===== config.mk =====
export PLATFORM = sky130hd
export DESIGN_NAME = fstat_gen
export DESIGN_NICKNAME = d
export VERILOG_FILES = /design/src/rtl/fstat_pkg.sv /design/src/rtl/fstat_sector_map.sv /design/src/rtl/fstat_pulse_ctr.sv /design/src/rtl/fstat_read_mux.sv /design/src/rtl/fstat_gen.sv
export SDC_FILE = /design/constraint.sdc
export NUM_CORES = 1
export LEC_CHECK = 0
export ABC_AREA = 0
export BUFFER_PORTS_ARGS = -buffer_cell sky130_fd_sc_hd__buf_2
export CAP_MARGIN = 40
export CORE_MARGIN = 4
export CORE_UTILIZATION = 50
export CTS_CLUSTER_DIAMETER = 60
export DETAILED_ROUTE_END_ITERATION = 10
export PLACE_DENSITY = 0.85
export SLEW_MARGIN = 10
export SYNTH_ARGS = -nofsm -noshare
export SYNTH_HDL_FRONTEND = slang
export SYNTH_SLANG_ARGS = --single-unit

===== constraint.sdc =====
create_clock -name clk -period 5.2 [get_ports clk]
set_input_delay 1.04 -clock clk [delete_from_list [all_inputs] [get_ports clk]]
set_output_delay 1.04 -clock clk [all_outputs]
set_load 0.01 [all_outputs]

===== src/rtl/fstat_pkg.sv =====
package fstat_pkg;

    typedef enum logic [1:0] {
        OP_NONE = 2'd0,
        OP_PROG = 2'd1,
        OP_SECT = 2'd2,
        OP_CHIP = 2'd3
    } op_kind_e;

    localparam int BIT_POLL = 7;
    localparam int BIT_TOG  = 6;
    localparam int BIT_TMO  = 5;
    localparam int BIT_WIN  = 3;
    localparam int BIT_ETOG = 2;

    localparam int SECT_W   = 3;
    localparam int UNIT_W   = 5;

endpackage


===== src/rtl/fstat_sector_map.sv =====
module fstat_sector_map
    import fstat_pkg::*;
#(
    parameter int AW       = 18,
    parameter bit TOP_BOOT = 1'b0
) (
    input  logic [AW-1:0]     addr,
    output logic [SECT_W-1:0] sector
);

    logic [UNIT_W-1:0] unit;
    logic              unused_lo;

    assign unit      = addr[AW-1 -: UNIT_W];
    assign unused_lo = ^addr[AW-UNIT_W-1:0];

    function automatic logic [SECT_W-1:0] low_boot_idx(input logic [UNIT_W-1:0] u);
        logic [SECT_W-1:0] s;
        if (u < 5'd2)       s = 3'd0;
        else if (u == 5'd2) s = 3'd1;
        else if (u == 5'd3) s = 3'd2;
        else if (u < 5'd8)  s = 3'd3;
        else if (u < 5'd16) s = 3'd4;
        else if (u < 5'd24) s = 3'd5;
        else                s = 3'd6;
        return s;
    endfunction

    generate
        if (TOP_BOOT) begin : g_top
            always_comb sector = 3'd6 - low_boot_idx(~unit);
        end else begin : g_bottom
            always_comb sector = low_boot_idx(unit);
        end
    endgenerate

endmodule


===== src/rtl/fstat_pulse_ctr.sv =====
module fstat_pulse_ctr
    import fstat_pkg::*;
#(
    parameter int PROG_PULSES  = 4,
    parameter int ERASE_PULSES = 10,
    parameter int LIMIT_PULSES = 16,
    localparam int CW = $clog2(LIMIT_PULSES + 1)
) (
    input  logic          clk,
    input  logic          rst_n,
    input  logic          clear,
    input  logic          run,
    input  op_kind_e      kind,
    input  logic          viol,
    output logic          done,
    output logic          limit_hit,
    output logic [CW-1:0] count
);

    logic [CW-1:0] cnt_d, cnt_q;

    always_comb begin
        logic fin_prog, fin_erase;
        fin_prog  = (kind == OP_PROG) && !viol && (cnt_q == CW'(PROG_PULSES - 1));
        fin_erase = (kind != OP_PROG) && (kind != OP_NONE) && (cnt_q == CW'(ERASE_PULSES - 1));
        done      = run && (fin_prog || fin_erase);
        limit_hit = run && (cnt_q == CW'(LIMIT_PULSES - 1));
        cnt_d     = cnt_q;
        if (clear)
            cnt_d = '0;
        else if (run && (cnt_q < CW'(LIMIT_PULSES)))
            cnt_d = cnt_q + 1'b1;
    end

    always_ff @(posedge clk or negedge rst_n) begin
        if (!rst_n) cnt_q <= '0;
        else        cnt_q <= cnt_d;
    end

    assign count = cnt_q;

endmodule


===== src/rtl/fstat_read_mux.sv =====
module fstat_read_mux
    import fstat_pkg::*;
#(
    parameter int DW = 8
) (
    input  logic          busy,
    input  logic          susp,
    input  op_kind_e      kind,
    input  logic          in_sect,
    input  logic          wbit7,
    input  logic          tmo,
    input  logic          tog6_q,
    input  logic          tog2_q,
    input  logic [DW-1:0] arr_data,
    output logic          tog6_n,
    output logic          tog2_n,
    output logic [DW-1:0] resp
);

    logic status_mode;

    assign status_mode = busy && (!susp || in_sect);

    always_comb begin
        tog6_n = tog6_q;
        tog2_n = tog2_q;
        resp   = arr_data;
        if (status_mode) begin
            resp = '0;
            if (susp) begin
                tog2_n         = !tog2_q;
                resp[BIT_POLL] = 1'b1;
                resp[BIT_WIN]  = 1'b1;
            end else begin
                tog6_n = !tog6_q;
                if ((kind == OP_CHIP) || ((kind == OP_SECT) && in_sect))
                    tog2_n = !tog2_q;
                resp[BIT_POLL] = (kind == OP_PROG) ? !wbit7 : 1'b0;
                resp[BIT_WIN]  = (kind == OP_SECT);
            end
            resp[BIT_TOG]  = tog6_n;
            resp[BIT_TMO]  = tmo;
            resp[BIT_ETOG] = tog2_n;
        end
    end

endmodule


===== src/rtl/fstat_gen.sv =====
module fstat_gen
    import fstat_pkg::*;
#(
    parameter int AW           = 18,
    parameter int DW           = 8,
    parameter bit TOP_BOOT     = 1'b0,
    parameter int PROG_PULSES  = 4,
    parameter int ERASE_PULSES = 10,
    parameter int LIMIT_PULSES = 16,
    localparam int CW = $clog2(LIMIT_PULSES + 1)
) (
    input  logic          clk,
    input  logic          rst_n,
    input  logic          rd_strobe,
    input  logic [AW-1:0] rd_addr,
    input  logic [DW-1:0] arr_data,
    input  logic          op_start,
    input  logic [1:0]    op_kind,
    input  logic [AW-1:0] op_addr,
    input  logic [DW-1:0] op_wdata,
    input  logic [DW-1:0] op_old,
    input  logic          tick,
    input  logic          suspend_evt,
    input  logic          resume30,
    input  logic          rst_evt,
    output logic [DW-1:0] dout,
    output logic          busy
);

    typedef struct packed {
        logic              busy;
        logic              susp;
        op_kind_e          kind;
        logic [SECT_W-1:0] sect;
        logic              wbit7;
        logic              viol;
        logic              tmo;
        logic              tog6;
        logic              tog2;
        logic [DW-1:0]     dout;
    } st_t;

    st_t st_d, st_q;

    logic [SECT_W-1:0] rd_sect, op_sect;
    logic              tog6_n, tog2_n;
    logic [DW-1:0]     resp;
    logic              start_ok;
    logic              ctr_clear, ctr_run, ctr_done, ctr_limit;
    logic [CW-1:0]     ctr_count;
    op_kind_e          kind_in;

    assign kind_in   = op_kind_e'(op_kind);
    assign start_ok  = !rst_evt && op_start && !st_q.busy && (kind_in != OP_NONE);
    assign ctr_clear = rst_evt || start_ok;
    assign ctr_run   = !rst_evt && tick && st_q.busy && !st_q.susp;

    fstat_sector_map #(.AW(AW), .TOP_BOOT(TOP_BOOT)) u_rd_map (
        .addr   (rd_addr),
        .sector (rd_sect)
    );

    fstat_sector_map #(.AW(AW), .TOP_BOOT(TOP_BOOT)) u_op_map (
        .addr   (op_addr),
        .sector (op_sect)
    );

    fstat_read_mux #(.DW(DW)) u_mux (
        .busy     (st_q.busy),
        .susp     (st_q.susp),
        .kind     (st_q.kind),
        .in_sect  (rd_sect == st_q.sect),
        .wbit7    (st_q.wbit7),
        .tmo      (st_q.tmo),
        .tog6_q   (st_q.tog6),
        .tog2_q   (st_q.tog2),
        .arr_data (arr_data),
        .tog6_n   (tog6_n),
        .tog2_n   (tog2_n),
        .resp     (resp)
    );

    fstat_pulse_ctr #(
        .PROG_PULSES  (PROG_PULSES),
        .ERASE_PULSES (ERASE_PULSES),
        .LIMIT_PULSES (LIMIT_PULSES)
    ) u_ctr (
        .clk       (clk),
        .rst_n     (rst_n),
        .clear     (ctr_clear),
        .run       (ctr_run),
        .kind      (st_q.kind),
        .viol      (st_q.viol),
        .done      (ctr_done),
        .limit_hit (ctr_limit),
        .count     (ctr_count)
    );

    always_comb begin
        st_d = st_q;
        if (rst_evt) begin
            st_d = '0;
        end else begin
            if (rd_strobe) begin
                st_d.dout = resp;
                st_d.tog6 = tog6_n;
                st_d.tog2 = tog2_n;
            end
            if (start_ok) begin
                st_d.busy  = 1'b1;
                st_d.susp  = 1'b0;
                st_d.kind  = kind_in;
                st_d.sect  = op_sect;
                st_d.wbit7 = op_wdata[DW-1];
                st_d.viol  = (kind_in == OP_PROG) && (|(op_wdata & ~op_old));
                st_d.tmo   = 1'b0;
                st_d.tog6  = 1'b0;
                st_d.tog2  = 1'b0;
            end else if (st_q.busy) begin
                if (suspend_evt && !st_q.susp && (st_q.kind == OP_SECT))
                    st_d.susp = 1'b1;
                else if (resume30 && st_q.susp)
                    st_d.susp = 1'b0;
                if (ctr_limit)
                    st_d.tmo = 1'b1;
                if (ctr_done) begin
                    st_d.busy = 1'b0;
                    st_d.susp = 1'b0;
                end
            end
        end
    end

    always_ff @(posedge clk or negedge rst_n) begin
        if (!rst_n) st_q <= '0;
        else        st_q <= st_d;
    end

    assign dout = st_q.dout;
    assign busy = st_q.busy;

endmodule


**Word level (Yosys, flattened, before mapping)**

Index checks and enable logic that the tools add are counted.

- $add $sub $neg: 1
- $lt $le $gt $ge: 9
- Eq/ne operators: 13
- Muxes and demuxes: 35
- Bitwise operators: 2
- Reduce and logical (&&, ||, !) cells: 44

Operators by type and width:

| kind | number |
|---|---|
| $mux W3 | 10 |
| $eq A5 B2 Y1 const B | 5 |
| $lt A5 B5 Y1 const B | 5 |
| $mux W20 | 1 |
| $logic_and A1 B1 Y1 | 19 |
| $mux W1 | 13 |
| $mux W2 | 6 |
| $reduce_bool A3 Y1 | 4 |
| $eq A5 B4 Y1 const B | 2 |
| $lt A5 B2 Y1 const B | 2 |
| $lt A5 B4 Y1 const B | 2 |
| $mux W10 | 1 |
| $mux W5 | 2 |
| $reduce_bool A2 Y1 | 5 |
| $and A8 B8 Y8 | 1 |
| $mux W8 | 1 |
| $not A8 Y8 | 1 |
| $reduce_or A8 Y1 | 1 |
| $logic_not A1 Y1 | 7 |
| $mux W7 | 1 |
| $reduce_and A2 Y1 | 3 |
| $add A5 B1 Y5 const B | 1 |
| $reduce_bool A5 Y1 | 1 |
| $eq A2 B1 Y1 const B | 2 |
| other kinds (4) | 8 |

- Flip-flop bits (word level): 25
- Output and inout bits: 9
- Word-level logic and storage cells: 115

**Depth between registers and ports, before layout**

Gate-level depths: netlist of run 1.

- Depth in word-level cells: 16
- Mapped depth: 10
- Mapped depth without buffers: 9

**Cells and area by module**

From an unflattened synthesis of run 1, not the netlist that was laid out.

- Cell total of the unflattened synthesis: 185
- Area, all modules: 1752.9 µm²

Modules (own cells, without submodules):

| module | times used | cells an instance | area an instance (µm²) | seq. area each (µm²) |
|---|---|---|---|---|
| fstat_gen | 1 | 104 | 1026.0 | 500.5 |
| fstat_pulse_ctr | 1 | 32 | 321.6 | 125.1 |
| fstat_sector_map | 2 | 13 | 115.1 | 0.0 |
| fstat_read_mux | 1 | 23 | 175.2 | 0.0 |

**Least setup slack after synthesis of run 1**

OpenSTA, ideal clock, no wires.

- Path type: input to register
- From: in rd_addr[16]
- To: reg st_q[8] (netlist name)
- Library setup time: 119 ps
- Data arrival time: 2843 ps
- Path slack: 2238 ps
- Stages on the path: 9
- Buffers on the path: 1
- Path through: inv_1 ha_1 a221o_1 o31a_1 a221o_1 buf_6 nor4b_4 xnor2_1 nor2_2

- Longest elaborated chain between the ends: 16
- Elaborated cells on any way between the ends: 25

RTL lines:

| element | RTL line | text |
|---|---|---|
| from (decl) | fstat_gen.sv:15 | `input logic [AW-1:0] rd_addr,` |
| $lt A5 B5 Y1 | fstat_sector_map.sv:24 | `else if (u < 5'd24) s = 3'd5;` |
| $mux W2 | fstat_sector_map.sv:24 |  |
| $mux W3 | fstat_sector_map.sv:23 | `else if (u < 5'd16) s = 3'd4;` |
| $mux W3 | fstat_sector_map.sv:22 | `else if (u < 5'd8) s = 3'd3;` |
| $mux W3 | fstat_sector_map.sv:21 | `else if (u == 5'd3) s = 3'd2;` |
| $mux W3 | fstat_sector_map.sv:20 | `else if (u == 5'd2) s = 3'd1;` |
| $mux W3 (*) | fstat_sector_map.sv:19 | `if (u < 5'd2) s = 3'd0;` |
| $eq A3 B3 Y1 (*) | fstat_gen.sv:72 | `.in_sect (rd_sect == st_q.sect),` |
| $logic_and A1 B1 Y1 | fstat_read_mux.sv:36 | `if ((kind == OP_CHIP) \|\| ((kind == OP_SECT) && in_sect))` |
| $logic_or A1 B1 Y1 | fstat_read_mux.sv:36 |  |
| $mux W1 | fstat_read_mux.sv:36 |  |
| $mux W1 | fstat_read_mux.sv:30 | `if (susp) begin` |
| $mux W1 | fstat_read_mux.sv:28 | `if (status_mode) begin` |
| $mux W10 | fstat_gen.sv:104 | `if (rd_strobe) begin` |
| $mux W2 | fstat_gen.sv:109 | `if (start_ok) begin` |
| $mux W20 | fstat_gen.sv:101 | `if (rst_evt) begin` |
| to (signal assigned) | fstat_gen.sv:136 | `else st_q <= st_d;` |
| to (decl) | fstat_gen.sv:43 | `st_t st_d, st_q;` |

Every way passes the cells marked *; elsewhere a longest branch is shown, timed or not. The select of a mux whose other input is x is not followed.
A chain may end at the register's enable or synchronous reset.

**Worst setup path in the final report of run 1**

- From: in rd_addr[16]
- To: reg st_q (netlist bit dout[2])

- Longest elaborated chain between the ends: 15
- Elaborated cells on any way between the ends: 22

RTL lines:

| element | RTL line |
|---|---|
| $lt A5 B5 Y1 | fstat_sector_map.sv:24 |
| $mux W2 | fstat_sector_map.sv:24 |
| $mux W3 | fstat_sector_map.sv:23 |
| $mux W3 | fstat_sector_map.sv:22 |
| $mux W3 | fstat_sector_map.sv:21 |
| $mux W3 | fstat_sector_map.sv:20 |
| $mux W3 (*) | fstat_sector_map.sv:19 |
| $eq A3 B3 Y1 (*) | fstat_gen.sv:72 |
| $logic_and A1 B1 Y1 | fstat_read_mux.sv:36 |
| $logic_or A1 B1 Y1 | fstat_read_mux.sv:36 |
| $mux W1 | fstat_read_mux.sv:36 |
| $mux W1 | fstat_read_mux.sv:30 |
| $mux W8 (*) | fstat_read_mux.sv:28 |
| $mux W10 (*) | fstat_gen.sv:104 |
| $mux W20 (*) | fstat_gen.sv:101 |

Marked as above.

==> flow_metrics.py, run 1 <==
metrics = {
    "detailed_routing": {
        "wirelength_mm": 3.54,
        "ant_nets": 0,
        "wl_per_cell_um": 12.5,
        "num_vias": 1515,
        "drt_iter0_drc": 56,
        "viasPerCell": 5.35,
        "firstDrtPassIters": 4,
        "route.detailed.drc": 0,
    },
    "clock_tree": {
        "cts-buffers-inserted": 3,
        "clock_sinks": 25,
        "tritoncts": "yes",
        "cts_buffer_depth": 2,
        "htree_levels": 1,
        "cts-resized-gates": 0,
        "clock_latency_ps": 330,
        "post_cts.repair.setup_buffers": 0,
        "root_buffer": "clkbuf_4",
        "hold_buffers": 0,
        "cts.reportedPaths.clkPinSlew_ps": 140,
    },
    "sta": {
        "max_freq_mhz": 338,
        "final.min_clock_period_ps": 2960,
        "fin_skew_ps": 2.05,
        "fin_crit_sh": 0.570,
        "finalSetupTns_ps": 0,
        "slew_headroom": 0.632,
        "tightest_slew_ps": 551,
        "rsz0062_at_grt": "no",
        "slew_viol_final": 0,
        "hold_viol": 0,
        "finalSetupViolCount": 0,
    },
    "worst_setup_path": {
        "rrSetupSlack_ps": 2930,
        "arrival_ps": 3180,
        "cp_cell_sequence": "buf_2 -> inv_1 -> ha_1 -> nand2b_1 -> a221o_1 -> or3_2 -> a21oi_1 -> nor2_1 -> o41ai_1 -> a311oi_1",
        "critPathKind": "in -> reg",
        "required_ps": 5420,
        "critPathCaptureType": "register",
        "startpoint_type": "input pin",
        "cp_max_fo": 6,
        "critical-path-max-stage-delay_ps": 430,
        "slowest_stage": "or3_2",
    },
    "logic_synthesis": {
        "synthDistinctLibCells": 45,
        "avgSynthCellArea_um2": 8.61,
        "synth_seq_cells": 25,
        "synth_seq_area_share": 0.365,
        "syn-num-nets": 276,
        "synth_warnings": 0,
        "synth_area_mm2": 0.00171,
        "synthCells": 199,
    },
    "final_layout": {
        "stdcell_count": 283,
        "final_common_cell": "buf_2",
        "area_growth_pct": 13.2,
        "most-common-layout-cells": "52 x buf_2, 26 x nor2_1, 25 x dfrtp_1",
        "nFillCells": 301,
        "fin_nets": 317,
        "drive_above_1_share": 0.272,
        "n_antenna_cell": 0,
    },
    "global_route": {
        "gr-total-overflow": 0,
        "grt_pass1_vias": 1435,
        "grt_util_met3": 0.0270,
        "top_usage_layer": "met2",
        "antenna_found_initial": 0,
        "grt_max_degree": 26,
        "grt_pass1_wl_mm": 6.02,
        "grt_use_met1": 0.218,
        "grt_use_total": 0.174,
        "grtUsageMet2": 0.304,
    },
    "placed_design": {
        "port_buffers": 52,
        "gp_congestion": 0.762,
        "hpwl_mm": 2.74,
        "dp.cells": 279,
    },
    "pwr": {
        "power.density_mw_per_mm2": 202,
        "p_leak_uw": 0.000967,
        "ir_drop_uv": 91.9,
    },
    "floorplanning": {
        "ioPinCount": 79,
        "core_area_mm2": 0.00315,
        "die_y_um": 66.5,
        "die-area_mm2": 0.00443,
        "start_util": 0.543,
        "row_count": 20,
        "die_x_um": 66.5,
    },
    "worst_hold_path": {
        "hold_path.class": "reg -> reg",
    },
    "outcome": {
        "outcome": "finished, final reports clean",
    },
    "run": {
        "cap_violations": 0,
    },
}
-- state kept, by name, indices dropped and copies added (netlist names) --
name,cells
dout,8
busy,1
st_q,11
u_ctr.count,5
-- layer usage --
layer | vias up | wire length, µm
met5 | - | 0
met1 | 692 | 1540
met4 | 0 | 49
met2 | 52 | 1690
met3 | 5 | 253
li1 | 766 | -
-- cell usage after synthesis, drive strengths merged --
cell | n | area, µm²
or2b | 1 | 7.51
buf | 11 | 90.1
xor2 | 4 | 35.0
nor3 | 3 | 20.0
a32o | 1 | 10.0
a21o | 1 | 8.76
o22ai | 4 | 25.0
nand3b | 9 | 67.6
and4b | 1 | 11.3
or3 | 2 | 13.8
nand3 | 6 | 30.0
nand2 | 15 | 56.3
and3b | 1 | 8.76
clkbuf | 5 | 28.8
ha | 7 | 87.6
xnor2 | 3 | 26.3
o221ai | 1 | 8.76
and2 | 1 | 7.51
nor2 | 27 | 104
a21oi | 12 | 60.1
nor3b | 2 | 15.0
a211oi | 4 | 30.0
a221o | 3 | 31.3
and3 | 3 | 18.8
nand4 | 1 | 6.26
a311oi | 2 | 17.5
o31a | 1 | 8.76
nor2b | 1 | 13.8
o31ai | 2 | 15.0
nor4b | 1 | 23.8
mux2i | 2 | 20.0
nand2b | 3 | 18.8
nor4 | 1 | 6.26
a2111oi | 1 | 8.76
dfrtp | 25 | 626
o41ai | 3 | 26.3
o21ai | 7 | 35.0
inv | 21 | 78.8
a31oi | 1 | 6.26
-- kinds of logic (layout without fill, tap and decap cells) --
| group | after synthesis | in the layout | synth area share |
|---|---|---|---|
| simple gates | 78 | 78 | 0.251 |
| xor+xnor | 7 | 7 | 0.0358 |
| flops | 25 | 25 | 0.365 |
| buf+inv | 37 | 77 | 0.115 |
| fa+ha+maj | 7 | 7 | 0.0511 |
| mux | 2 | 2 | 0.0117 |
| compound gates | 43 | 43 | 0.170 |
-- worst max-delay path: cells and delay by family --
family	cells	cell delay, ps
simple gates	3	660
fa+ha+maj	1	260
compound gates	4	1080
buf+inv	2	150
-- layout make-up --
class	instances	area, µm²	share of cell area
clock buffer	3	22.5	0.0116
clock inverter	1	7.51	0.00387
inverter	21	78.8	0.0406
timing repair buffer	52	260	0.134
multi-input combinational	137	890	0.459
tap	44	55.1	0.0284
sequential	25	626	0.323
-- path summary, 6_finish.rpt --
| check | from | end | cells after the start |
|---|---|---|---|
| min reg2reg | st_q[10] | st_q[10] | 2 |
| max reg2reg | st_q[14] | dout[2] | 6 |
| min | st_q[10] | st_q[10] | 2 |
| min in group asynchronous | rst_n | dout[3] | 1 |
| max | rd_addr[16] | dout[2] | 10 |
| max in group asynchronous | rst_n | u_ctr.count[0] | 1 |
-- report_power, final --
part           switching [µW]  internal [µW]
clock network            64.1           29.5
logic                    47.6           38.7
registers                8.92            204
total                     121            272
-- stage by stage --
step | worst slack (ps) | cell area, µm² | util | hold slack (ps) | total power [µW]
after floorplan | 2240 | 1710 | - | 462 | 275
after global placement | 1930 | 1910 | 0.606 | 481 | 301
after detailed placement | 1880 | 1910 | 0.606 | 493 | 303
after CTS | 2230 | 1940 | 0.615 | 529 | 396
after global routing | 2080 | 1940 | 0.615 | 572 | 416
final | 2240 | 1940 | 0.615 | 531 | 393
Note: power is estimated with default switching activity, not from simulation.
==> run 2, diff against run 1 <==
--- a/config.mk
+++ b/config.mk
@@ -9,10 +9,10 @@
 export BUFFER_PORTS_ARGS = -buffer_cell sky130_fd_sc_hd__buf_2
 export CAP_MARGIN = 40
 export CORE_MARGIN = 4
-export CORE_UTILIZATION = 50
+export CORE_UTILIZATION = 47
 export CTS_CLUSTER_DIAMETER = 60
 export DETAILED_ROUTE_END_ITERATION = 10
-export PLACE_DENSITY = 0.85
+export PLACE_DENSITY = 0.8
 export SLEW_MARGIN = 10
 export SYNTH_ARGS = -nofsm -noshare
 export SYNTH_HDL_FRONTEND = slang
==> constraint.sdc (replaced) <==
create_clock -name clk -period 2.8 [get_ports clk]
set_input_delay 0.56 -clock clk [delete_from_list [all_inputs] [get_ports clk]]
set_output_delay 0.56 -clock clk [all_outputs]
set_load 0.01 [all_outputs]
==> run 2 against run 1 <==
First-iteration DRC count fell by 27%. Design area grew 0.32%. Register-to-register slack worse by 2400 ps. Via count down 0.40%.
==> flow_metrics.py, run 2 (same netlist as run 1, synthesis figures left out) <==
metrics = {
    "detailed_routing": {
        "wirelength_mm": 3.48,
        "viasPerCell": 5.28,
        "drt_iter0_drc": 41,
        "num_vias": 1509,
        "firstDrtPassIters": 4,
        "maxUsedRoutingLayer": "met4",
        "route.detailed.drc": 0,
        "ant_nets": 0,
        "wl_met1_mm": 1.55,
        "wl_per_cell_um": 12.2,
        "dr_wl_met2_mm": 1.69,
        "met3_length_um": 227,
    },
    "sta": {
        "rsz0062_at_grt": "no",
        "slew_viol_final": 0,
        "fin_crit_sh": 0.919,
        "max_freq_mhz": 388,
        "final.min_clock_period_ps": 2570,
        "finalSetupViolCount": 0,
        "worst_hold_slack_ps": 209,
        "tightest_slew_ps": 541,
        "fin_ws_ps": 226,
        "slew_headroom": 0.639,
        "hold_viol": 0,
        "fin_skew_ps": 3.36,
    },
    "worst_setup_path": {
        "path_buf_inv": 2,
        "critPathKind": "in -> reg",
        "critical-path-max-stage-delay_ps": 490,
        "cp_cell_sequence": "buf_2 -> inv_1 -> ha_1 -> nor2b_4 -> a21o_2 -> a311oi_1 -> a21oi_1 -> and3b_1 -> o41ai_1 -> a311oi_1",
        "required_ps": 2990,
        "slowest_stage": "a311oi_1",
        "startpoint_type": "input pin",
        "cpLargestDelayFamily": "compound AO/OA/AOI/OAI gates",
        "critPathCaptureType": "register",
        "cp_max_fo": 6,
        "arrival_ps": 2770,
        "cp_common_cell": "a311oi_1",
    },
    "clock_tree": {
        "cts_buffer_depth": 2,
        "clock_sinks": 25,
        "cts-buffers-inserted": 3,
        "tritoncts": "yes",
        "clock_latency_ps": 310,
        "hold_buffers": 0,
        "post_cts.repair.setup_buffers": 0,
        "root_buffer": "clkbuf_4",
        "htree_levels": 1,
        "cts.reportedPaths.clkPinSlew_ps": 120,
        "cts-resized-gates": 0,
    },
    "floorplanning": {
        "die_y_um": 68.4,
        "row_count": 21,
        "die-area_mm2": 0.00467,
        "ioPinCount": 79,
        "start_util": 0.501,
        "core_area_mm2": 0.00342,
        "die_x_um": 68.4,
    },
    "outcome": {
        "outcome": "finished, final reports clean",
    },
    "pwr": {
        "ir_drop_uv": 209,
        "switchingPower_uw": 206,
        "p_seq_frac": 0.554,
        "power.density_mw_per_mm2": 367,
        "pwr-share-comb": 0.227,
        "p_leak_uw": 0.000973,
        "clkPwrFrac": 0.219,
        "switching_share": 0.289,
        "cellInternalPower_uw": 507,
        "finalPower_uw": 714,
    },
    "final_layout": {
        "largest_reg_flops": 11,
        "finalInstanceArea_mm2": 0.00195,
        "n_antenna_cell": 0,
        "regMostFlops": "st_q",
        "register_area_um2": 626,
        "nFillCells": 315,
        "utilization": 0.570,
        "drive_above_1_share": 0.271,
        "multi_input_area_um2": 890,
        "final_common_cell": "buf_2",
        "fin_nets": 318,
        "most-common-layout-cells": "52 x buf_2, 26 x nor2_1, 25 x dfrtp_1",
        "area_growth_pct": 13.6,
    },
    "global_route": {
        "grt_pass1_vias": 1494,
        "grt_use_total": 0.173,
        "gr-total-overflow": 0,
        "grt_pass1_wl_mm": 6.23,
        "antenna_found_initial": 0,
        "grt_max_degree": 26,
    },
    "placed_design": {
        "port_buffers": 52,
        "postPlaceCellArea_mm2": 0.00192,
        "hpwl_mm": 2.73,
        "gp_congestion": 0.796,
        "pre_cts_slack_ps": -61.8,
    },
    "run": {
        "cap_violations": 0,
    },
    "worst_hold_path": {
        "hold_path.class": "in -> async",
    },
}
==> run 2: power groups by stage <==
stage	Sequential, µW	Combinational [µW]	Clock [µW]
CTS	396	164	167
finish	395	162	156
global placement	402	160	0
global route	398	187	177
detailed placement	403	163	0
floorplan	397	114	0
==> run 2: layout make-up <==
cell class	count	share of cell area
Sequential cell	25	0.322
Tap cell	46	0.0296
Multi-Input combinational cell	137	0.457
Inverter	21	0.0405
Clock buffer	4	0.0135
Timing Repair Buffer	53	0.138
==> run 2: routing by layer <==
metal	GRT usage	vias to the layer above
met5	0	-
li1	-	765
met4	0.0298	0
met1	0.210	698
met3	0.0378	4
met2	0.316	42
==> run 2: through the flow <==
step                      instances  setup TNS (ps)
after floorplan                 199               0
after global placement          282               0
after detailed placement        282           -61.8
after CTS                       286               0
after global routing            286               0
final                           286               0
==> run 2: path summary, 6_finish.rpt <==
path	from	end	slack, ps	cells after the start
worst min register to register	st_q[10]	st_q[10]	520	2
min in group clk	op_kind[1]	st_q[11]	450	2
worst max-delay path	rd_addr[16]	dout[2]	230	10
worst max register to register	st_q[14]	dout[2]	550	6
worst min-delay path	rst_n	dout[2]	210	1
max in group asynchronous	rst_n	st_q[13]	2230	1
